File: config.mk
export PLATFORM = sky130hd
export DESIGN_NAME = mbx_ctrl
export DESIGN_NICKNAME = d
export VERILOG_FILES = /design/src/rtl/mbx_pkg.sv /design/src/rtl/mbx_fifo.sv /design/src/rtl/mbx_regdec.sv /design/src/rtl/mbx_user_irq.sv /design/src/rtl/mbx_ctrl.sv
export SDC_FILE = /design/constraint.sdc
export NUM_CORES = 1
export LEC_CHECK = 0
export BUFFER_PORTS_ARGS = -buffer_cell sky130_fd_sc_hd__clkbuf_2
export CAP_MARGIN = 5
export CORE_MARGIN = 2
export CORE_UTILIZATION = 25
export CTS_CLUSTER_DIAMETER = 40
export DETAILED_ROUTE_END_ITERATION = 10
export GPL_TIMING_DRIVEN = 0
export HOLD_SLACK_MARGIN = 0.03
export PLACE_DENSITY = 0.45
export RECOVER_POWER = 25
export SYNTH_ARGS = -nofsm -noshare
export SYNTH_HDL_FRONTEND = slang
export SYNTH_HIERARCHICAL = 1
export SYNTH_SLANG_ARGS = --single-unit
File: constraint.sdc
create_clock -name clk -period 3.05 [get_ports clk]
set_input_delay 0.61 -clock clk [delete_from_list [all_inputs] [get_ports clk]]
set_output_delay 0.61 -clock clk [all_outputs]
set_load 0.005 [all_outputs]
File: src/rtl/mbx_pkg.sv
package mbx_pkg;
    localparam int ADDR_W      = 12;
    localparam int MSG_BASE    = 'h040;
    localparam int FULL_BASE   = 'h080;
    localparam int CNT_BASE    = 'h0C0;
    localparam int USR_BASE    = 'h104;
    localparam int USR_STRIDE  = 'h10;
    localparam int EN_SET_OFS  = 4;
    localparam int EN_CLR_OFS  = 8;

    typedef enum logic [1:0] {
        FS_EMPTY = 2'd0,
        FS_PART  = 2'd1,
        FS_FULL  = 2'd2
    } fifo_state_e;

    function automatic logic [ADDR_W-1:0] msg_addr(input int m);
        return ADDR_W'(MSG_BASE + 4 * m);
    endfunction

    function automatic logic [ADDR_W-1:0] full_addr(input int m);
        return ADDR_W'(FULL_BASE + 4 * m);
    endfunction

    function automatic logic [ADDR_W-1:0] cnt_addr(input int m);
        return ADDR_W'(CNT_BASE + 4 * m);
    endfunction

    function automatic logic [ADDR_W-1:0] stat_addr(input int u);
        return ADDR_W'(USR_BASE + USR_STRIDE * u);
    endfunction

    function automatic logic [ADDR_W-1:0] enset_addr(input int u);
        return ADDR_W'(USR_BASE + USR_STRIDE * u + EN_SET_OFS);
    endfunction

    function automatic logic [ADDR_W-1:0] enclr_addr(input int u);
        return ADDR_W'(USR_BASE + USR_STRIDE * u + EN_CLR_OFS);
    endfunction
endpackage

File: src/rtl/mbx_fifo.sv
module mbx_fifo
    import mbx_pkg::*;
#(
    parameter int DW    = 32,
    parameter int DEPTH = 4,
    localparam int PW   = (DEPTH > 1) ? $clog2(DEPTH) : 1,
    localparam int CW   = $clog2(DEPTH + 1)
) (
    input  logic          clk,
    input  logic          rst_n,
    input  logic          push,
    input  logic          pop,
    input  logic [DW-1:0] din,
    output logic [DW-1:0] head,
    output logic [CW-1:0] level,
    output logic          full,
    output logic          push_ok,
    output logic          freed
);
    logic [DW-1:0] mem [DEPTH];
    fifo_state_e   st_q, st_d;
    logic [PW-1:0] wp_q, rp_q;
    logic [CW-1:0] cnt_q, cnt_d;
    logic          do_push, do_pop;

    function automatic logic [PW-1:0] bump(input logic [PW-1:0] p);
        return (p == PW'(DEPTH - 1)) ? '0 : p + 1'b1;
    endfunction

    // which requests the current state may accept
    always_comb begin : accept
        do_push = 1'b0;
        do_pop  = 1'b0;
        unique case (st_q)
            FS_EMPTY: do_push = push;
            FS_PART: begin
                do_push = push;
                do_pop  = pop;
            end
            FS_FULL:  do_pop = pop;
            default: ;
        endcase
    end

    always_comb cnt_d = cnt_q + CW'(do_push) - CW'(do_pop);

    always_comb begin : next_state
        st_d = st_q;
        unique case (st_q)
            FS_EMPTY: if (do_push) st_d = (cnt_d == CW'(DEPTH)) ? FS_FULL : FS_PART;
            FS_PART: begin
                if (cnt_d == '0)              st_d = FS_EMPTY;
                else if (cnt_d == CW'(DEPTH)) st_d = FS_FULL;
            end
            FS_FULL:  if (do_pop) st_d = (cnt_d == '0) ? FS_EMPTY : FS_PART;
            default:  st_d = FS_EMPTY;
        endcase
    end

    always_ff @(posedge clk or negedge rst_n) begin : state_reg
        if (!rst_n) st_q <= FS_EMPTY;
        else        st_q <= st_d;
    end

    always_ff @(posedge clk or negedge rst_n) begin : ptr_reg
        if (!rst_n) begin
            wp_q  <= '0;
            rp_q  <= '0;
            cnt_q <= '0;
        end else begin
            if (do_push) wp_q <= bump(wp_q);
            if (do_pop)  rp_q <= bump(rp_q);
            cnt_q <= cnt_d;
        end
    end

    always_ff @(posedge clk) begin : store
        if (do_push) mem[wp_q] <= din;
    end

    always_comb begin : outputs
        head    = (st_q == FS_EMPTY) ? '0 : mem[rp_q];
        level   = cnt_q;
        full    = (st_q == FS_FULL);
        push_ok = do_push;
        freed   = do_pop && (st_q == FS_FULL);
    end
endmodule

File: src/rtl/mbx_regdec.sv
module mbx_regdec
    import mbx_pkg::*;
#(
    parameter int NUM_FIFOS = 4,
    parameter int NUM_USERS = 2
) (
    input  logic [ADDR_W-1:0]    addr,
    output logic                 sel_rev,
    output logic [NUM_FIFOS-1:0] sel_msg,
    output logic [NUM_FIFOS-1:0] sel_full,
    output logic [NUM_FIFOS-1:0] sel_cnt,
    output logic [NUM_USERS-1:0] sel_stat,
    output logic [NUM_USERS-1:0] sel_ens,
    output logic [NUM_USERS-1:0] sel_enc
);
    always_comb begin
        sel_rev = (addr == '0);
        for (int m = 0; m < NUM_FIFOS; m++) begin
            sel_msg[m]  = (addr == msg_addr(m));
            sel_full[m] = (addr == full_addr(m));
            sel_cnt[m]  = (addr == cnt_addr(m));
        end
        for (int u = 0; u < NUM_USERS; u++) begin
            sel_stat[u] = (addr == stat_addr(u));
            sel_ens[u]  = (addr == enset_addr(u));
            sel_enc[u]  = (addr == enclr_addr(u));
        end
    end
endmodule

File: src/rtl/mbx_user_irq.sv
module mbx_user_irq #(
    parameter int NUM_FIFOS = 4,
    localparam int IW       = 2 * NUM_FIFOS
) (
    input  logic                 clk,
    input  logic                 rst_n,
    input  logic [NUM_FIFOS-1:0] arrived,
    input  logic [NUM_FIFOS-1:0] freed,
    input  logic [NUM_FIFOS-1:0] holding,
    input  logic                 stat_wr,
    input  logic                 en_set,
    input  logic                 en_clr,
    input  logic [IW-1:0]        wbits,
    output logic [IW-1:0]        status,
    output logic [IW-1:0]        enable,
    output logic                 irq
);
    logic [IW-1:0] evt, keep, w1c;

    always_comb begin
        for (int m = 0; m < NUM_FIFOS; m++) begin
            evt[2*m]    = arrived[m];
            evt[2*m+1]  = freed[m];
            keep[2*m]   = holding[m];
            keep[2*m+1] = 1'b0;
        end
        w1c = stat_wr ? wbits : '0;
    end

    always_ff @(posedge clk or negedge rst_n) begin
        if (!rst_n) begin
            status <= '0;
            enable <= '0;
        end else begin
            status <= evt | (status & ~(w1c & ~keep));
            if (en_set)      enable <= enable | wbits;
            else if (en_clr) enable <= enable & ~wbits;
        end
    end

    always_comb irq = |(status & enable);
endmodule

File: src/rtl/mbx_ctrl.sv
module mbx_ctrl
    import mbx_pkg::*;
#(
    parameter int          NUM_FIFOS = 4,
    parameter int          NUM_USERS = 2,
    parameter int          DEPTH     = 4,
    parameter int          DW        = 32,
    parameter logic [31:0] REVISION  = 32'h0001_0200
) (
    input  logic                 clk,
    input  logic                 rst_n,
    input  logic [ADDR_W-1:0]    addr,
    input  logic                 wr_en,
    input  logic [DW-1:0]        wr_data,
    input  logic                 rd_en,
    output logic [DW-1:0]        rd_data,
    output logic [NUM_USERS-1:0] irq
);
    localparam int IW = 2 * NUM_FIFOS;
    localparam int CW = $clog2(DEPTH + 1);

    logic                    rd_go;
    logic                    sel_rev;
    logic [NUM_FIFOS-1:0]    sel_msg, sel_full, sel_cnt;
    logic [NUM_USERS-1:0]    sel_stat, sel_ens, sel_enc;
    logic [DW-1:0]           head_arr [NUM_FIFOS];
    logic [NUM_FIFOS*CW-1:0] lvl_flat;
    logic [NUM_FIFOS-1:0]    full_v, arrived, freed, holding;
    logic [NUM_USERS*IW-1:0] stat_flat, en_flat;
    logic [DW-1:0]           rmux;

    assign rd_go = rd_en & ~wr_en;

    mbx_regdec #(.NUM_FIFOS(NUM_FIFOS), .NUM_USERS(NUM_USERS)) u_dec (
        .addr     (addr),
        .sel_rev  (sel_rev),
        .sel_msg  (sel_msg),
        .sel_full (sel_full),
        .sel_cnt  (sel_cnt),
        .sel_stat (sel_stat),
        .sel_ens  (sel_ens),
        .sel_enc  (sel_enc)
    );

    for (genvar m = 0; m < NUM_FIFOS; m++) begin : g_fifo
        logic [CW-1:0] lvl;
        mbx_fifo #(.DW(DW), .DEPTH(DEPTH)) u_fifo (
            .clk     (clk),
            .rst_n   (rst_n),
            .push    (wr_en & sel_msg[m]),
            .pop     (rd_go & sel_msg[m]),
            .din     (wr_data),
            .head    (head_arr[m]),
            .level   (lvl),
            .full    (full_v[m]),
            .push_ok (arrived[m]),
            .freed   (freed[m])
        );
        assign lvl_flat[m*CW +: CW] = lvl;
        assign holding[m]           = (lvl != '0);
    end

    for (genvar u = 0; u < NUM_USERS; u++) begin : g_user
        mbx_user_irq #(.NUM_FIFOS(NUM_FIFOS)) u_irq (
            .clk     (clk),
            .rst_n   (rst_n),
            .arrived (arrived),
            .freed   (freed),
            .holding (holding),
            .stat_wr (wr_en & sel_stat[u]),
            .en_set  (wr_en & sel_ens[u]),
            .en_clr  (wr_en & sel_enc[u]),
            .wbits   (wr_data[IW-1:0]),
            .status  (stat_flat[u*IW +: IW]),
            .enable  (en_flat[u*IW +: IW]),
            .irq     (irq[u])
        );
    end

    always_comb begin : read_mux
        rmux = '0;
        if (sel_rev) rmux = DW'(REVISION);
        for (int m = 0; m < NUM_FIFOS; m++) begin
            if (sel_msg[m])  rmux = head_arr[m];
            if (sel_full[m]) rmux = DW'(full_v[m]);
            if (sel_cnt[m])  rmux = DW'(lvl_flat[m*CW +: CW]);
        end
        for (int u = 0; u < NUM_USERS; u++) begin
            if (sel_stat[u])              rmux = DW'(stat_flat[u*IW +: IW]);
            if (sel_ens[u] || sel_enc[u]) rmux = DW'(en_flat[u*IW +: IW]);
        end
    end

    always_ff @(posedge clk or negedge rst_n) begin : read_reg
        if (!rst_n) rd_data <= '0;
        else        rd_data <= rd_go ? rmux : '0;
    end
endmodule

# After elaboration in Yosys (flattened, before gate mapping)
# Memory sizes are Yosys's and may differ from the RTL's.
# Index checks and enable logic that the tools add are counted.
[word_totals]
mem_bits_rw = 512
regBits = 100
output_inout_bits = 34
word_cells = 238
input_bits = 48
mem_count = 4
[mem_list]
columns = ["name", "words", "word_bits", "read_ports", "rd_ports_with_merged_regs", "wr", "line_no", "source"]
rows = [
  ["g_fifo[0].u_fifo.mem", 4, 32, 1, 0, 1, "mbx_fifo.sv:20", "logic [DW-1:0] mem [DEPTH];"],
  ["g_fifo[1].u_fifo.mem", 4, 32, 1, 0, 1, "mbx_fifo.sv:20", ""],
  ["g_fifo[2].u_fifo.mem", 4, 32, 1, 0, 1, "mbx_fifo.sv:20", ""],
  ["g_fifo[3].u_fifo.mem", 4, 32, 1, 0, 1, "mbx_fifo.sv:20", ""],
]
[op_classes]
n_reduce_logical = 35
n_eq_ne = 50
muxes = 80
addsub = 16
bitwise = 32
[ops]
columns = ["op", "n"]
rows = [
  ["$mux 32", 21],
  ["$eq 12x8->1 const B", 8],
  ["$eq 12x9->1 const B", 6],
  ["$and 8x8->8", 8],
  ["$mux 2", 28],
  ["$eq 12x7->1 const B", 4],
  ["$mux 8", 6],
  ["$or 8x8->8", 4],
  ["$eq 2x2->1 const B", 12],
  ["$not 8->8", 3],
  ["$pmux 2 s3", 4],
  ["$mux 1", 20],
  ["$mux 17", 1],
  ["$add 2x1->2 const B", 8],
  ["$reduce_or 2->1", 8],
  ["$reduce_or 8->1", 2],
  ["$and 1x1->1", 15],
  ["$add 3x1->3", 4],
  ["$eq 3x3->1 const B", 4],
  ["$logic_not 12->1", 1],
  ["$logic_not 3->1", 4],
  ["$ne 3x1->1 const B", 4],
  ["$reduce_and 3->1", 4],
  ["$reduce_bool 3->1", 4],
  ["other kinds (10)", 30],
]

# Depth between registers and ports, before layout
[depth]
ltp_word = 19
ltp_mapped = 17
mapped_depth_nobuf = 15

# Cells and area by module
# The synthesis kept the hierarchy.
[modules_own_cells]
columns = ["module", "n_inst", "cells_each", "area_per_inst_um2"]
rows = [
  ["mbx_fifo at g_fifo[0].u_fifo ...", 3, 265, 5456.5],
  ["mbx_fifo at g_fifo[3].u_fifo", 1, 265, 5470.2],
  ["mbx_ctrl", 1, 286, 2424.8],
  ["mbx_user_irq", 2, 56, 661.9],
  ["mbx_regdec", 1, 38, 260.2],
]

# Least setup slack after synthesis
# No wires, ideal clock.
[synth_path]
path_type = "input -> register"
from = "input port addr[9]"
to = "register g_fifo[3].u_fifo.st_q[1]"
arrival_time_ns = 3.875
setup_ns = 0.122
n_path_buf = 3
stages = 15
slack_ns = -0.947
path_cell_list = "or4_4 buf_6 nor3_1 clkbuf_1 clkbuf_1 and2_1 o21ai_0 ha_1 inv_1 ha_1 inv_1 fa_1 nand2b_1 a221o_1 a32o_1"
[synth_between]
elab_chain_len = 9
[synth_lines]
columns = ["item", "line_no", "source"]
rows = [
  ["from (decl)", "mbx_ctrl.sv:12", "input logic [ADDR_W-1:0] addr,"],
  ["$eq 12x7->1 (*)", "mbx_regdec.sv:19", "sel_msg[m] = (addr == msg_addr(m));"],
  ["via sel_msg[3]", "mbx_ctrl.sv:24", "logic [NUM_FIFOS-1:0] sel_msg, sel_full, sel_cnt;"],
  ["$and 1x1->1", "mbx_ctrl.sv:50", ".push (wr_en & sel_msg[m]),"],
  ["$mux 1", "mbx_fifo.sv:34", "unique case (st_q)"],
  ["$add 3x1->3", "mbx_fifo.sv:45", "always_comb cnt_d = cnt_q + CW'(do_push) - CW'(do_pop);"],
  ["$sub 3x1->3", "mbx_fifo.sv:45", ""],
  ["$eq 3x3->1", "mbx_fifo.sv:50, mbx_fifo.sv:53", ""],
  ["$mux 2 (2 in a row)", "mbx_fifo.sv:50", "FS_EMPTY: if (do_push) st_d = (cnt_d == CW'(DEPTH)) ? FS_FULL : FS_PART;"],
  ["$pmux 2 s3", "mbx_fifo.sv:49", "unique case (st_q)"],
  ["to (signal assigned)", "mbx_fifo.sv:62", "else st_q <= st_d;"],
  ["to (decl)", "mbx_fifo.sv:21", "fifo_state_e st_q, st_d;"],
]
# Mark *: on every way through the listed nets, which the timed path passes. The rest lies on a longest branch. The select of a mux whose other input is x is not followed.
# A chain may end at the register's enable or synchronous reset.

# Worst setup path after layout
# Ends and elaborated chain as after synthesis.

==> flow_metrics.py <==
metrics = {
    "timing": {
        "fin_crit_ps": 3220,
        "hold_viol": 0,
        "fin_crit_sh_pct": 106,
        "fin_worst_skew_ps": 46.5,
        "slew_violations": 0,
        "worst_slack_ps": -170,
        "timing.fmax_ghz": 0.311,
        "slew_headroom_pct": 39.9,
        "rsz0062_at_grt": "yes",
        "tightest_slew_ps": 902,
        "setup_viol": 9,
    },
    "clock_tree": {
        "path_clk_slew_ps": 50,
        "cts_tree": "yes",
        "clk_latency_ps": 670,
        "cts_buffers": 102,
        "root_buffer": "clkbuf_16",
        "cts.sinks": 612,
        "cts_max_level": 3,
        "clk_path_buf_depth": 3,
    },
    "global_route": {
        "grt_pass1_wl_um": 106000,
        "antenna_found_initial": 2,
        "overflow": 0,
        "grt_usage_pct": 13.8,
        "grt_pass1_vias": 15617,
        "grt_max_degree": 89,
    },
    "logic_synthesis": {
        "ys_seq_area_share_pct": 69.2,
        "synth-edff-count": 512,
        "yosysUniqueCellTypes": 58,
        "syn_inst": 1496,
        "synth_top_area_cell": "edfxtp_1",
        "yosysMostFrequentCell": "edfxtp_1",
        "yosys_warnings": 6,
        "synth_area_leaders": "edfxtp_1 (59%), mux4_2 (11%), dfrtp_1 (9.7%)",
        "async_flop_share_pct": 16.3,
        "avgSynthCellArea_sq_um": 17.3,
        "syn-cell-area_sq_um": 25800,
        "synth-seq-cells": 612,
        "synth_nets": 1592,
        "post-synth-top-area-fraction_pct": 59.5,
        "yosys-top-cells-count": "edfxtp_1 (512), nor2b_1 (137), mux4_2 (128)",
        "synthFlopType": "edfxtp_1",
    },
    "placed_design": {
        "post-place-cells": 2946,
        "gp_congestion": 0.828,
        "placed_area_sq_um": 28100,
        "dp_hpwl_um": 44200,
        "io_buffers": 81,
    },
    "worst_setup_path": {
        "critPathArrivalTime_ps": 3750,
        "cp-end-kind": "flip-flop",
        "crit_type": "in2reg",
        "rrSetupSlack_ps": 40,
        "slowest_delay_ps": 570,
        "path_cells": "buf_6 > or4_4 > buf_8 > nor3_4 > buf_8 > clkbuf_16 > and2_4 > o21ai_4 > ha_1 > inv_1 > ha_2 > inv_2 > fa_1 > nand2b_1 > a221o_1 > a32o_1",
        "required_ps": 3580,
        "crit_fanout": 6,
        "cp-start-kind": "input port",
        "reg2reg_depth": 6,
        "critical_path.most_common_cell": "buf_8",
        "reg2reg_to": "rd_data[5]",
        "cpMaxStageDelayCell": "or4_4",
        "timing.rr.start": "g_fifo[3].u_fifo/rp_q[1]",
    },
    "drt": {
        "drtIter0Drc": 1088,
        "postRouteWirelength_um": 73400,
        "dr.pass1.iters": 8,
        "viasPerCell": 4.60,
        "via_count": 14639,
        "drc": 0,
        "antenna_left": 0,
        "wl_per_cell_um": 23.1,
    },
    "die": {
        "coreArea_sq_um": 102000,
        "die_y_um": 326,
        "start_util_pct": 25.3,
        "fp-row-count": 117,
        "io_pins": 82,
        "dieArea_sq_um": 106000,
        "die_width_um": 326,
    },
    "run_status": {
        "failed_checks": "negative setup slack",
        "status": "finished with violations",
    },
    "power_and_ir_drop": {
        "p_switching_mw": 4.45,
        "p_clk_share_pct": 56.0,
        "leakage_nw": 11.2,
        "vdd_ir_drop_max_mv": 0.458,
        "sequentialPowerShare_pct": 42.7,
        "total_power_mw": 21.3,
        "swShare_pct": 20.9,
        "power.internal_mw": 16.8,
        "cellPowerDensity_nw_per_um2": 654,
        "p_comb_share_pct": 1.2,
    },
    "final_layout": {
        "final_cells": 3185,
        "area_growth_pct": 25.6,
        "final_area_sq_um": 32500,
        "post_route_cells_drive_above_1_share_pct": 30.9,
        "nNetsFinal": 1825,
        "fill_cells": 10059,
        "fin_util_pct": 31.8,
    },
    "run": {
        "cap_viol_max_count": 0,
    },
    "worst_hold_path": {
        "worstHoldPathType": "in2async",
    },
}
-- layout make-up --
class	count	area, sq um	share of cell area, %
flip-flops and latches	612	17900	55.0
repair buffers	131	795	2.45
multi-input cells	757	7730	23.8
diodes	1	2.50	0.00770
inverters	45	179	0.551
clock buffers	116	2690	8.27
clock inverters	75	933	2.87
well taps	1368	1710	5.27
plain buffers	80	564	1.74
-- state kept, by name, indices dropped and copies added, names as in the netlist, named ones only --
name	cells
g_fifo.u_fifo/mem	512
g_fifo.u_fifo/rp_q	8
rd_data	32
g_fifo.u_fifo/st_q	8
g_fifo.u_fifo/wp_q	8
g_user.u_irq/status	16
g_fifo.u_fifo/level	12
-- cells by family after synthesis --
group           count (synthesis)  synth area share, %
compound gates                189                 5.67
flops                         612                 69.2
simple gates                  378                 8.32
fa+ha+maj                      48                 2.44
mux                           138                 11.6
buf+inv                       127                 2.50
xor+xnor                        4                0.349
-- power groups by stage --
| stage | clock network (mW) | logic, mW | registers (mW) |
|---|---|---|---|
| 6_report | 11.9 | 0.259 | 9.09 |
| 4_1_cts | 12.2 | 0.268 | 9.08 |
| 2_1_floorplan | 0 | 0.0452 | 9.25 |
| 5_1_grt | 12.5 | 0.289 | 9.08 |
| 3_5_place_dp | 0 | 0.256 | 9.25 |
| 3_3_place_gp | 0 | 0.236 | 9.25 |
-- placed cells by master, fill, tap and decap left out, types with 13 or more instances in the layout --
cell type     n
edfxtp_1    512
nor2b_1     137
mux4_2      128
clkbuf_16   106
dfrtp_1     100
clkbuf_2     65
nand2_1      63
buf_4        57
clkbuf_1     53
ha_1         39
a22o_1       38
nor2_1       37
inv_1        37
a222oi_1     31
o21ai_0      24
and2_4       22
a21o_1       20
buf_6        18
buf_2        17
clkinvlp_4   16
bufinv_16    15
clkinv_4     13
-- how the worst max path moves through the flow --
stage               startpoint                  endpoint  slack [ps]  cells past startpoint
floorplan             addr[10]  g_fifo[1].u_fifo/st_q[0]        -570                     15
global placement      addr[10]               rd_data[25]       -1270                      9
detailed placement    addr[10]               rd_data[16]       -1320                     10
CTS                    addr[9]  g_fifo[3].u_fifo/st_q[1]        -160                     16
global route           addr[9]  g_fifo[3].u_fifo/st_q[1]        -240                     17
finish                 addr[9]  g_fifo[3].u_fifo/st_q[1]        -170                     16
-- layer usage --
layer	routed length [um]	up-vias	track usage (%)
met5	13	-	0
met4	2240	2	5.06
met3	4400	128	2.76
met1	31500	7624	18.0
met2	35300	463	22.6
li1	-	6422	-
-- what timing repair did --
item / in CTS / in global routing
gates resized for setup: 81 / 38
buffers inserted: 29 / 19
endpoints found under the hold margin: 12 / 0
endpoints found under the setup margin: 422 / 28
hold buffers: 1 / 0
pin swaps: 24 / 24
-- stage by stage --
| stage | setup TNS, ps | hold slack (ps) | worst slack [ps] |
|---|---|---|---|
| after detailed placement | -462980 | 480 | -1320 |
| after global placement | -492340 | 497 | -1270 |
| final | -679 | 381 | -170 |
| after global routing | -2070 | 373 | -241 |
| after floorplan | -3750 | 314 | -571 |
| after CTS | -565 | 318 | -158 |
-- critical path: cells and delay by family --
kind,cells,cell delay [ps]
adder cells (fa/ha/maj),3,920
AO/OA/AOI/OAI,3,610
AND/OR/NAND/NOR,4,970
buffers and inverters,6,610
No activity file was read; power rests on OpenSTA's default activity.
